`src/rtl/pix_palette_pkg.sv`:
```
package pix_palette_pkg;
  localparam int unsigned STAT_W = 5;
  localparam int unsigned DYN_W  = 3;
  localparam int unsigned CH_W   = 8;
  localparam int unsigned DAC_W  = 6;
endpackage

```
`src/rtl/palette_ram.sv`:
```
module palette_ram #(
  parameter int unsigned DEPTH = 32,
  parameter int unsigned IDX_W = 5,
  parameter int unsigned DW    = 24
) (
  input  logic             clk_i,
  input  logic             rst_ni,
  input  logic             we_i,
  input  logic [IDX_W-1:0] waddr_i,
  input  logic [DW-1:0]    wdata_i,
  input  logic [IDX_W-1:0] raddr_i,
  output logic [DW-1:0]    rdata_o
);
  logic [DW-1:0] mem_q [DEPTH];

  always_ff @(posedge clk_i or negedge rst_ni) begin
    if (!rst_ni) begin
      for (int i = 0; i < DEPTH; i++) mem_q[i] <= '0;
    end else if (we_i) begin
      mem_q[waddr_i] <= wdata_i;
    end
  end

  // read of current contents: a same-edge write is seen next cycle
  assign rdata_o = mem_q[raddr_i];
endmodule

```
`src/rtl/plane_mux.sv`:
```
module plane_mux #(
  parameter int unsigned CODE_W = 5,
  parameter int unsigned DW     = 24
) (
  input  logic [CODE_W-1:0] stat_code_i,
  input  logic [DW-1:0]     stat_col_i,
  input  logic [DW-1:0]     dyn_col_i,
  output logic [DW-1:0]     col_o
);
  always_comb begin
    if (stat_code_i == '0) col_o = dyn_col_i;
    else                   col_o = stat_col_i;
  end
endmodule

```
`src/rtl/dac_trunc.sv`:
```
module dac_trunc #(
  parameter int unsigned CH_W  = 8,
  parameter int unsigned DAC_W = 6,
  parameter int unsigned N_CH  = 3
) (
  input  logic [N_CH*CH_W-1:0]  col_i,
  output logic [N_CH*DAC_W-1:0] dac_o
);
  for (genvar c = 0; c < N_CH; c++) begin : g_ch
    assign dac_o[c*DAC_W +: DAC_W] = col_i[c*CH_W + CH_W - DAC_W +: DAC_W];
  end
endmodule

```
`src/rtl/pix_palette_map.sv`:
```
module pix_palette_map
  import pix_palette_pkg::*;
#(
  parameter int unsigned SW = STAT_W,
  parameter int unsigned DW_CODE = DYN_W,
  parameter int unsigned CW = CH_W,
  parameter int unsigned AW = DAC_W
) (
  input  logic                  clk_i,
  input  logic                  rst_ni,
  input  logic                  wr_en_i,
  input  logic                  wr_sel_i,
  input  logic [SW-1:0]         wr_idx_i,
  input  logic [3*CW-1:0]       wr_data_i,
  input  logic [SW+DW_CODE-1:0] pix_i,
  input  logic                  pix_valid_i,
  input  logic                  pix_de_i,
  output logic [3*CW-1:0]       rgb_o,
  output logic                  rgb_valid_o,
  output logic                  rgb_de_o,
  output logic [AW-1:0]         dac_r_o,
  output logic [AW-1:0]         dac_g_o,
  output logic [AW-1:0]         dac_b_o
);
  localparam int unsigned COL_W = 3 * CW;
  localparam int unsigned PIX_W = SW + DW_CODE;
  localparam int unsigned S_DEP = 1 << SW;
  localparam int unsigned D_DEP = 1 << DW_CODE;

  logic [SW-1:0]      stat_code;
  logic [DW_CODE-1:0] dyn_code;
  logic               we_stat, we_dyn;
  logic [COL_W-1:0]   stat_col, dyn_col, mix_col;
  logic [COL_W-1:0]   rgb_q;
  logic               valid_q, de_q;
  logic [3*AW-1:0]    dac_all;

  assign stat_code = pix_i[PIX_W-1:DW_CODE];
  assign dyn_code  = pix_i[DW_CODE-1:0];

  // static entry 0 is transparent and never stored
  assign we_stat = wr_en_i && !wr_sel_i && (wr_idx_i != '0);
  assign we_dyn  = wr_en_i && wr_sel_i;

  palette_ram #(.DEPTH(S_DEP), .IDX_W(SW), .DW(COL_W)) u_stat_tab (
    .clk_i   (clk_i),
    .rst_ni  (rst_ni),
    .we_i    (we_stat),
    .waddr_i (wr_idx_i),
    .wdata_i (wr_data_i),
    .raddr_i (stat_code),
    .rdata_o (stat_col)
  );

  palette_ram #(.DEPTH(D_DEP), .IDX_W(DW_CODE), .DW(COL_W)) u_dyn_tab (
    .clk_i   (clk_i),
    .rst_ni  (rst_ni),
    .we_i    (we_dyn),
    .waddr_i (wr_idx_i[DW_CODE-1:0]),
    .wdata_i (wr_data_i),
    .raddr_i (dyn_code),
    .rdata_o (dyn_col)
  );

  plane_mux #(.CODE_W(SW), .DW(COL_W)) u_mux (
    .stat_code_i (stat_code),
    .stat_col_i  (stat_col),
    .dyn_col_i   (dyn_col),
    .col_o       (mix_col)
  );

  always_ff @(posedge clk_i or negedge rst_ni) begin
    if (!rst_ni) begin
      rgb_q   <= '0;
      valid_q <= 1'b0;
      de_q    <= 1'b0;
    end else begin
      rgb_q   <= mix_col;
      valid_q <= pix_valid_i;
      de_q    <= pix_de_i;
    end
  end

  dac_trunc #(.CH_W(CW), .DAC_W(AW), .N_CH(3)) u_dac (
    .col_i (rgb_q),
    .dac_o (dac_all)
  );

  assign rgb_o       = rgb_q;
  assign rgb_valid_o = valid_q;
  assign rgb_de_o    = de_q;
  assign dac_b_o     = dac_all[AW-1:0];
  assign dac_g_o     = dac_all[2*AW-1:AW];
  assign dac_r_o     = dac_all[3*AW-1:2*AW];
endmodule

```
`config.mk`:
```
export PLATFORM = sky130hd
export DESIGN_NAME = pix_palette_map
export DESIGN_NICKNAME = d
export VERILOG_FILES = /design/src/rtl/pix_palette_pkg.sv /design/src/rtl/palette_ram.sv /design/src/rtl/plane_mux.sv /design/src/rtl/dac_trunc.sv /design/src/rtl/pix_palette_map.sv
export SDC_FILE = /design/constraint.sdc
export NUM_CORES = 1
export LEC_CHECK = 0
export BUFFER_PORTS_ARGS = -buffer_cell sky130_fd_sc_hd__buf_2
export CELL_PAD_IN_SITES_DETAIL_PLACEMENT = 1
export CELL_PAD_IN_SITES_GLOBAL_PLACEMENT = 1
export CORE_UTILIZATION = 24
export DETAILED_ROUTE_END_ITERATION = 16
export PLACE_DENSITY_LB_ADDON = 0.3
export SETUP_SLACK_MARGIN = 0.5
export SKIP_CTS_REPAIR_TIMING = 1
export SLEW_MARGIN = 40
export SYNTH_ARGS = -nofsm -noshare
export SYNTH_HDL_FRONTEND = slang
export SYNTH_SLANG_ARGS = --single-unit
```
`constraint.sdc`:
```
create_clock -name clk_i -period 2 [get_ports clk_i]
set_input_delay 0.2 -clock clk_i [delete_from_list [all_inputs] [get_ports clk_i]]
set_output_delay 0.2 -clock clk_i [all_outputs]
set_load 0.005 [all_outputs]
```
==> flow_metrics.py <==
metrics = {
    "floorplanning": {
        "initial_core_util_pct": 24.2,
        "core_area_um2": 184000,
        "die_w_um": 432,
        "io_pins": 87,
        "die_area_um2": 187000,
        "chipHeight_um": 432,
        "row_count": 157,
    },
    "global_routing": {
        "grt_pass1_wl_um": 199000,
        "grt_max_degree": 96,
        "grt_usage_pct": 14.2,
        "gr-total-overflow": 0,
        "grt_pass1_vias": 28584,
        "antenna_found_initial": 6,
    },
    "synth": {
        "synth.avg_cell_area_um2": 15.2,
        "async_reset_ff_share_pct": 100,
        "ys_seq_area_share_pct": 55.5,
        "synth.cell_area_um2": 44500,
        "syn-num-nets": 2964,
        "ys_warn_count": 0,
        "yosysTopAreaCellShare_pct": 55.5,
        "synth-seq-cells": 986,
        "synth_edf_count": 0,
        "yosys.area.top_type": "dfrtp_1",
        "synth_area_leaders": "dfrtp_1 (55%), mux2_2 (25%), mux4_2 (7.3%)",
        "syn-instance-count": 2921,
        "synth_ff_type": "dfrtp_1",
        "ys_types": 32,
    },
    "drt": {
        "viasPerCell": 4.51,
        "drt-total-wl_um": 130000,
        "final_antenna_net_count": 0,
        "drt-pass1-iter-count": 7,
        "drtIter0Drc": 1022,
        "vias": 25585,
        "drc": 0,
        "routedWlPerCell_um": 22.9,
    },
    "place": {
        "hpwl_um": 85400,
        "gp_congestion": 0.744,
        "port_buffers": 86,
        "dp_cells": 5457,
        "postPlaceCellArea_um2": 51000,
    },
    "worst_setup_path": {
        "critical_path_arrival_ns": 2.34,
        "endpoint_kind": "flip-flop",
        "crit_type": "reg2reg",
        "worstPathRequired_ns": 2.60,
        "path_max_fanout": 2,
        "rrSetupSlack_ns": 0.27,
        "cp-start-kind": "flip-flop",
    },
    "layout": {
        "drive_gt1_share_pct": 56.9,
        "final_util_pct": 30.2,
        "layout.cells.non_filler": 5667,
        "final_nets": 3157,
        "area_growth_pct": 24.8,
        "final_area_um2": 55500,
    },
    "pwr": {
        "p_leak_nw": 25.0,
        "p_clk_share_pct": 39.3,
        "irDropWorstVdd_v": 0.000707,
        "netSwitchingFraction_pct": 24.8,
        "p_comb_share_pct": 15.2,
        "p_switching_w": 0.0133,
        "power_frac_seq_pct": 45.6,
        "power.internal_w": 0.0403,
        "power_density_nw_per_um2": 966,
    },
    "clock_tree": {
        "insertion_delay_ns": 0.72,
        "ctsHtreeMaxLevel": 3,
        "numClockSinks": 986,
        "clk_pin_slew_worst_paths_ns": 0.06,
        "cts_buffers": 106,
        "cts-root-buf": "clkbuf_16",
        "cts_tree": "done",
        "clockBufferDepth": 3,
    },
    "timing": {
        "whs_ns": 0.0107,
        "final_max_slew_viol_count": 0,
        "rsz0062_at_grt": "yes",
        "slew_headroom_pct": 45.7,
        "clock-skew-final_ns": 0.0241,
        "fin_crit_ns": 1.73,
        "setup_violations": 0,
        "max_freq_mhz": 577,
        "period_share_pct": 86.6,
        "hold_viol_final": 0,
        "tightest_slew_ns": 0.814,
    },
    "hold_path": {
        "hold_class": "in2async",
    },
    "run_status": {
        "outcome": "finished clean",
    },
    "flow_run": {
        "max_cap_violations": 0,
    },
}
## final cells by class
type | count | area [um^2]
timing repair buffer | 410 | 4590
sequential | 986 | 24700
multi-input combinational | 1609 | 19400
inverter | 1 | 3.75
antenna | 2 | 5.00
tap | 2464 | 3080
clock inverter | 38 | 547
clock buffer | 157 | 3210
fill | 19016 | 128000
## stage by stage
stage | TNS, ns | setup slack (ns) | total power [W]
6_report | 0 | 0.267 | 0.0536
5_1_grt | 0 | 0.215 | 0.0561
4_1_cts | 0 | 0.0884 | 0.0541
3_5_place_dp | -3.10 | -0.386 | 0.0326
3_3_place_gp | -2.80 | -0.356 | 0.0323
2_1_floorplan | 0 | 0.318 | 0.0295
## cells in the final DEF (no fill, tap or decap), drive strengths merged
master and instances:
dfrtp 986, mux2 984, buf 406, mux2i 192, clkbuf 157, mux4 144
a22o 48, a221oi 48, o22ai 48, nor2b 30, nor2 28, nor3 25
a211oi 24, clkinv 18, nand2 14, bufinv 12, nand3 7, clkinvlp 6
nand2b 5, dlygate4sd3 4, nand3b 3, nor3b 3, inv 3, diode 2
and2 2, and3b 1, or2 1, or3b 1, nor4 1
## critical path: stages (launching register included)
cell,delay (ns)
dfrtp_1,0.37
mux4_2,0.47
mux2_4,0.29
o22ai_4,0.18
buf_6,0.14
nor3_2,0.04
buf_4,0.14
## cell usage after synthesis (5+ instances only)
cell and number:
a22o_1 48, buf_2 100, nand2_2 6, nor3_1 25, mux4_2 144, nand2_1 8, clkbuf_1 179, nand2b_1 5
buf_4 34, o22ai_1 48, mux2i_1 192, nor2b_1 30, nor2_1 24, dfrtp_1 986, mux2_2 984, buf_6 7
a221oi_1 48, a211oi_1 24, nand3_1 5
## power by group through the flow
| stage | clock (W) | combinational (W) | sequential, W |
|---|---|---|---|
| 2_1_floorplan | 0 | 0.00538 | 0.0242 |
| 3_3_place_gp | 0 | 0.00766 | 0.0247 |
| 3_5_place_dp | 0 | 0.00784 | 0.0248 |
| 4_1_cts | 0.0218 | 0.00786 | 0.0244 |
| 5_1_grt | 0.0225 | 0.00885 | 0.0248 |
| 6_report | 0.0210 | 0.00815 | 0.0244 |
## path summary, 6_finish.rpt
check | from | endpoint | cells after the start
worst min-delay path | rst_ni | u_dyn_tab.mem_q[151] | 2
worst min register to register | u_stat_tab.mem_q[748] | u_stat_tab.mem_q[748] | 0
max in group asynchronous | rst_ni | rgb_o[21] | 3
min in group clk_i | wr_data_i[19] | u_stat_tab.mem_q[451] | 3
worst max-delay path | u_stat_tab.mem_q[9] | rgb_o[9] | 6
worst max register to register | u_stat_tab.mem_q[9] | rgb_o[9] | 6
## sequential cells by signal (all words and copies together), names as in the netlist
register and flops:
rgb_valid_o 1, rgb_o 24, u_dyn_tab.mem_q 192, rgb_de_o 1, u_stat_tab.mem_q 768
## routing by layer
metal	routed length (um)	track usage [%]	vias up	share of wire (%)
met5	25	0	-	0.019
met4	2770	4.02	4	2.1
met3	3140	1.62	133	2.4
met2	63500	23.6	285	49
met1	60200	19.3	14012	46
li1	-	-	11151	-
## cells by family (layout without fill, tap and decap cells)
family / Yosys count / after routing / share of synthesized area (%)
multiplexers: 1320 / 1320 / 36.5
other: 0 / 2 / 0
AND/OR/NAND/NOR: 121 / 121 / 1.58
AO/OA/AOI/OAI: 168 / 168 / 2.97
flip-flops: 986 / 986 / 55.5
buffers and inverters: 326 / 606 / 3.45
No activity file was read; power rests on OpenSTA's default activity.
